## src/rtl/ewd_pkg.sv

```systemverilog
package ewd_pkg;
  localparam int unsigned ADDR_W  = 3;
  localparam int unsigned NUM_CFG = 5;

  typedef enum logic [ADDR_W-1:0] {
    SEL_RISE_IRQ  = 3'd0,
    SEL_FALL_IRQ  = 3'd1,
    SEL_RISE_WAKE = 3'd2,
    SEL_FALL_WAKE = 3'd3,
    SEL_SLEEP     = 3'd4,
    SEL_IRQ_STAT  = 3'd5,
    SEL_CLEAR     = 3'd6,
    SEL_WAKE_STAT = 3'd7
  } reg_sel_e;
endpackage

```

## src/rtl/ewd_edge_detect.sv

```systemverilog
module ewd_edge_detect #(
  parameter int unsigned WIDTH = 32
) (
  input  logic             clk,
  input  logic             rst,
  input  logic [WIDTH-1:0] lvl,
  output logic [WIDTH-1:0] rise,
  output logic [WIDTH-1:0] fall
);
  logic [WIDTH-1:0] lvl_d;

  // During reset the history follows the input, so no edge appears at release.
  always_ff @(posedge clk) begin
    lvl_d <= lvl;
  end

  always_comb begin
    if (rst) begin
      rise = '0;
      fall = '0;
    end else begin
      rise = lvl & ~lvl_d;
      fall = ~lvl & lvl_d;
    end
  end
endmodule

```

## src/rtl/ewd_cfg_regs.sv

```systemverilog
module ewd_cfg_regs
  import ewd_pkg::*;
#(
  parameter int unsigned WIDTH = 32
) (
  input  logic              clk,
  input  logic              rst,
  input  logic              wr_en,
  input  logic [ADDR_W-1:0] wr_addr,
  input  logic [WIDTH-1:0]  wr_data,
  output logic [WIDTH-1:0]  rise_irq_en,
  output logic [WIDTH-1:0]  fall_irq_en,
  output logic [WIDTH-1:0]  rise_wake_en,
  output logic [WIDTH-1:0]  fall_wake_en,
  output logic [WIDTH-1:0]  sleep_ctl,
  output logic [WIDTH-1:0]  clr_mask
);
  logic [WIDTH-1:0] cfg_q [NUM_CFG];

  for (genvar g = 0; g < NUM_CFG; g++) begin : g_cfg
    always_ff @(posedge clk) begin
      if (rst) begin
        cfg_q[g] <= '0;
      end else if (wr_en && (wr_addr == ADDR_W'(g))) begin
        cfg_q[g] <= wr_data;
      end
    end
  end

  assign rise_irq_en  = cfg_q[SEL_RISE_IRQ];
  assign fall_irq_en  = cfg_q[SEL_FALL_IRQ];
  assign rise_wake_en = cfg_q[SEL_RISE_WAKE];
  assign fall_wake_en = cfg_q[SEL_FALL_WAKE];
  assign sleep_ctl    = cfg_q[SEL_SLEEP];

  // Write-one-to-clear strobe, one cycle wide
  assign clr_mask = (wr_en && (wr_addr == SEL_CLEAR)) ? wr_data : '0;
endmodule

```

## src/rtl/ewd_event_latch.sv

```systemverilog
module ewd_event_latch #(
  parameter int unsigned WIDTH = 32
) (
  input  logic             clk,
  input  logic             rst,
  input  logic [WIDTH-1:0] set_vec,
  input  logic [WIDTH-1:0] clr_vec,
  output logic [WIDTH-1:0] stat_q,
  output logic             any_q
);
  logic [WIDTH-1:0] stat_d;

  // A new event outranks an acknowledge in the same cycle.
  assign stat_d = (stat_q & ~clr_vec) | set_vec;

  always_ff @(posedge clk) begin
    if (rst) begin
      stat_q <= '0;
      any_q  <= 1'b0;
    end else begin
      stat_q <= stat_d;
      any_q  <= |stat_d;
    end
  end
endmodule

```

## src/rtl/edge_wake_detector.sv

```systemverilog
module edge_wake_detector
  import ewd_pkg::*;
#(
  parameter int unsigned WIDTH = 32
) (
  input  logic              clk,
  input  logic              rst,
  input  logic [WIDTH-1:0]  pin_lvl,
  input  logic              wr_en,
  input  logic [ADDR_W-1:0] wr_addr,
  input  logic [WIDTH-1:0]  wr_data,
  input  logic [ADDR_W-1:0] rd_addr,
  output logic [WIDTH-1:0]  rd_data,
  output logic              irq_o,
  output logic              wake_o
);
  logic [WIDTH-1:0] rise, fall;
  logic [WIDTH-1:0] rise_irq_en, fall_irq_en, rise_wake_en, fall_wake_en;
  logic [WIDTH-1:0] sleep_ctl, clr_mask;
  logic [WIDTH-1:0] irq_set, wake_set;
  logic [WIDTH-1:0] irq_stat, wake_stat;
  logic [WIDTH-1:0] rd_mux;

  ewd_edge_detect #(.WIDTH(WIDTH)) u_edge (
    .clk  (clk),
    .rst  (rst),
    .lvl  (pin_lvl),
    .rise (rise),
    .fall (fall)
  );

  ewd_cfg_regs #(.WIDTH(WIDTH)) u_cfg (
    .clk          (clk),
    .rst          (rst),
    .wr_en        (wr_en),
    .wr_addr      (wr_addr),
    .wr_data      (wr_data),
    .rise_irq_en  (rise_irq_en),
    .fall_irq_en  (fall_irq_en),
    .rise_wake_en (rise_wake_en),
    .fall_wake_en (fall_wake_en),
    .sleep_ctl    (sleep_ctl),
    .clr_mask     (clr_mask)
  );

  assign irq_set  = (rise & rise_irq_en) | (fall & fall_irq_en);
  // A sleep-control bit of 0 lets wake events through.
  assign wake_set = ((rise & rise_wake_en) | (fall & fall_wake_en)) & ~sleep_ctl;

  ewd_event_latch #(.WIDTH(WIDTH)) u_irq_lat (
    .clk     (clk),
    .rst     (rst),
    .set_vec (irq_set),
    .clr_vec (clr_mask),
    .stat_q  (irq_stat),
    .any_q   (irq_o)
  );

  ewd_event_latch #(.WIDTH(WIDTH)) u_wake_lat (
    .clk     (clk),
    .rst     (rst),
    .set_vec (wake_set),
    .clr_vec (clr_mask),
    .stat_q  (wake_stat),
    .any_q   (wake_o)
  );

  always_comb begin
    unique case (reg_sel_e'(rd_addr))
      SEL_RISE_IRQ:  rd_mux = rise_irq_en;
      SEL_FALL_IRQ:  rd_mux = fall_irq_en;
      SEL_RISE_WAKE: rd_mux = rise_wake_en;
      SEL_FALL_WAKE: rd_mux = fall_wake_en;
      SEL_SLEEP:     rd_mux = sleep_ctl;
      SEL_IRQ_STAT:  rd_mux = irq_stat;
      SEL_WAKE_STAT: rd_mux = wake_stat;
      default:       rd_mux = '0;
    endcase
  end

  always_ff @(posedge clk) begin
    if (rst) rd_data <= '0;
    else     rd_data <= rd_mux;
  end
endmodule

```

## config.mk

```make
export PLATFORM = sky130hd
export DESIGN_NAME = edge_wake_detector
export DESIGN_NICKNAME = d
export VERILOG_FILES = /design/src/rtl/ewd_pkg.sv /design/src/rtl/ewd_edge_detect.sv /design/src/rtl/ewd_cfg_regs.sv /design/src/rtl/ewd_event_latch.sv /design/src/rtl/edge_wake_detector.sv
export SDC_FILE = /design/constraint.sdc
export NUM_CORES = 1
export LEC_CHECK = 0
export ABC_AREA = 1
export CAP_MARGIN = 20
export CORE_MARGIN = 5
export CORE_UTILIZATION = 50
export DETAILED_ROUTE_END_ITERATION = 8
export DONT_BUFFER_PORTS = 1
export PLACE_DENSITY = 0.64
export SYNTH_ARGS = -nofsm -noshare
export SYNTH_HDL_FRONTEND = slang
export SYNTH_SLANG_ARGS = --single-unit
```

## constraint.sdc

```tcl
create_clock -name clk -period 5 [get_ports clk]
set_input_delay 0.5 -clock clk [delete_from_list [all_inputs] [get_ports clk]]
set_output_delay 0.5 -clock clk [all_outputs]
set_load 0.05 [all_outputs]
```

Word level (Yosys, flattened, before mapping)
Memories as Yosys holds them, arrays and structs flattened.
Cells that the tools add are included.
- output and inout port bits: 34
- memories kept: 1
- ROM bits: 0
- RAM bits: 160
- flip-flop bits (word level): 130
- latch bits: 0
- input port bits: 73
- multiplexer cells: 26
- shift-type cells: 0
- add/sub/neg operators: 0
- multiply operators: 0
- $lt $le $gt $ge: 0
- equal/unequal tests: 11
- bitwise logic cells: 22
- divide/modulo/power cells: 0
- reduce and logical (&&, ||, !) cells: 10
- memory list (name ; words ; width ; rd ports ; clocked after Yosys merged registers in ; wr ports ; line ; text):
    u_cfg.cfg_q ; 5 ; 32 ; 5 ; 0 ; 5 ; ewd_cfg_regs.sv:18 ; logic [WIDTH-1:0] cfg_q [NUM_CFG];
- operator list (kind ; number):
    bitwise AND 32 bit ; 9
    two-way mux 32 bit ; 8
    case mux 32 bit (7 select lines) ; 1
    inverter 32 bit ; 4
    bitwise OR 32 bit ; 4
    OR reduction 32 bit ; 2
    two-way mux 1 bit ; 17
    == test 3 bit, second input constant ; 5
    == test 3 x 2 -> 1 bit, second input constant ; 4
    == test 3 x 1 -> 1 bit, second input constant ; 2
    logical AND 1 bit ; 6
    zero test 3 bit ; 2
    bitwise OR 1 bit ; 5

Depth between registers and ports, before layout
- depth in word-level cells: 8
- gate-level depth with buffers: 14

Cells and area by module
A second synthesis with hierarchy kept.
- cell total of the unflattened synthesis: 1795
- area total of the unflattened synthesis: 14146.1 um^2
- by module, submodules not included (module ; area each (um^2) ; times used ; sequential area each (um^2) ; cells each):
    ewd_cfg_regs ; 5911.9 ; 1 ; 4804.6 ; 430
    edge_wake_detector ; 3873.7 ; 1 ; 640.6 ; 676
    ewd_event_latch ; 1460.2 ; 2 ; 660.6 ; 229
    ewd_edge_detect ; 1440.1 ; 1 ; 640.6 ; 231

Worst setup path before layout
Ideal clock, no wire load.
- path type: input port to flip-flop
- from: input rst
- to: memory u_cfg.cfg_q[0][0], enable pin
- arrival time: 1923 ps
- path slack: 2687 ps
- stages: 6
- path buffers: 4
- cells stage by stage: buf_2 > inv_2 > buf_4 > buf_4 > buf_2 > nand2_1
- RTL lines (element ; line ; text):
    from (decl) ; edge_wake_detector.sv:7 ; input logic rst,
    to (decl) ; ewd_cfg_regs.sv:18 ;

==> flow_summary.ini <==
[layout]
drive_above_1_share_pct = 4.58
nets = 1577
fin_area_um2 = 14400
diodes = 0
area_growth_pct = 12.5

[run_status]
status = finished, final reports clean

[worst_setup_path]
crit_top_cell = buf_4
path_class = in -> reg
reg2regPathDepth = 10
critPathCapture = u_cfg.cfg_q[1][29]$_SDFFCE_PN0P_
r2r_start = u_cfg.cfg_q[0][9]$_SDFFCE_PN0P_
required_ns = 5.39
rrSetupSlack_ns = 3.43
slowest_delay_ns = 0.42
path_cells = inv_4 > buf_12 > buf_4 > nand4_1 > buf_4 > nor2_1
cp.arrival_ns = 2.37
crit_path_end_kind = flip-flop
r2r-end = u_irq_lat.any_q$_SDFF_PP0_
cp_slowest_cell = inv_4
crit_path_start_kind = primary input
cp_max_fo = 96
cp-startpoint = rst

[clock_tree]
clock-sinks = 290
cts_buffers = 31
htreeDepth = 1
cts_tree = built
clockBufferDepth = 3
post_cts_buffers = 0
clock_latency_ns = 0.57
clock-root-buffer = clkbuf_16
path_clk_slew_ns = 0.06

[min_path]
worstHoldPathType = in -> reg
hold-path-cell-count = 1

[job]
maxCapViolCount = 0

[logic_synthesis]
ys.flop_type = edfxtp_1
synthTopCellsByArea = edfxtp_1, dfxtp_1, inv_1
synthArstFlopShare_pct = 0
ys_seq_area_share_pct = 57.8
synth_area_um2 = 12800
yosysTopAreaCellShare_pct = 37.5
syn_inst = 1489
syn-num-nets = 1562
ys_warn_count = 0
syn_area_per_cell_um2 = 8.60
synth_largest_area_cell = edfxtp_1
ys_seq_elements = 290
synth_edf_count = 160
ys_types = 24

[die]
ioPinCount = 107
die_w_um = 170
dieArea_um2 = 28900
row_count = 58
fp.dieH_um = 170
start_util_pct = 50.9
core_area_um2 = 25200

[grt]
grt_first_pass_wirelength_um = 57000
use_met2_pct = 40.7
grt_use_met3_pct = 4.41
grt_pass1_vias = 10401
antenna_found_initial = 0
grt_max_degree = 106
grtUsageTotal_pct = 25.3
grt_busiest_layer = met2
use_met1_pct = 36.3
grt_overflow = 0

[routing]
drt_iter0_markers = 1090
drc_errors = 0
ant_nets = 0
routed_via_density = 5.66
drtPass1Iterations = 5
detailroute.via_count = 10529
wl_um = 36900
wl_per_cell_um = 19.9

[power_and_ir_drop]
power.density_nw_per_um2 = 383
leakagePower_nw = 6.02
ir_worst_vdd_mv = 0.333

[placement]
gp_congestion = 0.798
hpwlAfterDp_um = 20400
port_buffers = 0
placed_area_um2 = 13000

[sta]
skew_ns = 0.0260
max_freq_mhz = 506
slew_headroom_pct = 34.7
period_share_pct = 39.6
hold_viol = 0
setup_tns_ns = 0
rsz0062_at_grt = no
slew_violations = 0
setup_viol = 0
tightest_slew_ns = 0.976
fin_crit_ns = 1.98
-- cells in the mapped netlist (2+ instances only) --
master	number
a21oi_1	54
a31oi_1	14
a41oi_1	28
buf_1	7
buf_2	28
buf_4	2
clkbuf_1	30
dfxtp_1	130
edfxtp_1	160
inv_1	252
inv_2	2
nand2_1	245
nand3_1	32
nand4_1	121
nor2_1	241
nor3_1	2
o21ai_0	13
o21ai_1	60
o22ai_1	63
-- critical path: cells and delay by family --
family	cells	cell delay (ns)
buffers and inverters	4	1.45
AND/OR/NAND/NOR	2	0.30
-- flip-flops by register name (all words and copies together), names as in the netlist --
register	cells
u_irq_lat.any_q	1
u_irq_lat.stat_q	32
rd_data	32
u_edge.lvl_d	32
u_wake_lat.any_q	1
u_cfg.cfg_q	160
u_wake_lat.stat_q	32
-- logic make-up after synthesis --
| family | synth area share, % |
|---|---|
| AOI/OAI and AO/OA | 10.8 |
| buffers and inverters | 9.74 |
| DFF | 57.8 |
| and+or+nand+nor | 21.6 |
-- repair_timing --
item                                   CTS  global route
endpoints found under the hold margin   37             0
hold buffers                            33             0
gates resized for setup                  0             0
-- placed cells by master (no fill, tap or decap), types with 2 or more instances in the layout --
master,count
inv_1,249
nand2_1,244
nor2_1,241
edfxtp_1,160
dfxtp_1,130
nand4_1,121
o22ai_1,63
o21ai_1,60
a21oi_1,54
dlygate4sd3_1,33
nand3_1,32
clkbuf_16,31
a41oi_1,28
buf_4,15
a31oi_1,14
o21ai_0,13
clkbuf_1,11
clkbuf_8,8
inv_2,4
clkinv_2,4
nor3_1,2
nand2_2,2
bufinv_16,2
-- layout make-up --
| type | instances | area, um^2 |
|---|---|---|
| timing repair buffer | 49 | 463 |
| tap | 330 | 413 |
| fill | 2208 | 10800 |
| sequential | 290 | 7410 |
| clock buffer | 50 | 927 |
| clock inverter | 8 | 92.6 |
| inverter | 254 | 956 |
| multi-input combinational | 878 | 4150 |
-- worst min path at each step --
stage / start / to / slack, ns
floorplan: u_irq_lat.stat_q[27]$_SDFF_PP0_ / u_irq_lat.stat_q[27]$_SDFF_PP0_ / 0.48
global placement: u_irq_lat.stat_q[22]$_SDFF_PP0_ / u_irq_lat.stat_q[22]$_SDFF_PP0_ / 0.49
detailed placement: u_irq_lat.stat_q[30]$_SDFF_PP0_ / u_irq_lat.stat_q[30]$_SDFF_PP0_ / 0.50
CTS: rst / u_wake_lat.stat_q[26]$_SDFF_PP0_ / 0.002
global route: rst / u_wake_lat.stat_q[29]$_SDFF_PP0_ / 0.03
finish: rst / rd_data[30]$_SDFF_PP0_ / 0.05
-- through the flow --
step                      util, %  cells  worst slack, ns  hold slack (ns)  total power, W
final                        57.2   1859             3.02           0.0515         0.00552
after global routing         57.2   1859             2.91           0.0297         0.00572
after CTS                    57.2   1858             3.04          0.00168         0.00553
after detailed placement     51.8   1767             2.47            0.498         0.00326
after global placement       51.8   1767             2.52            0.489         0.00325
after floorplan                 -   1489             2.69            0.484         0.00313
-- power by group --
group / switching, W / internal, W
logic: 0.000303 / 0.000129
registers: 0.000144 / 0.00267
clock network: 0.000914 / 0.00136
-- per-layer routing --
| metal | routed length, um | up-vias |
|---|---|---|
| met5 | 0 | - |
| met4 | 603 | 0 |
| met3 | 3460 | 50 |
| met2 | 16900 | 457 |
| met1 | 16000 | 4971 |
| li1 | - | 5051 |
No activity file was read; power rests on OpenSTA's default activity.
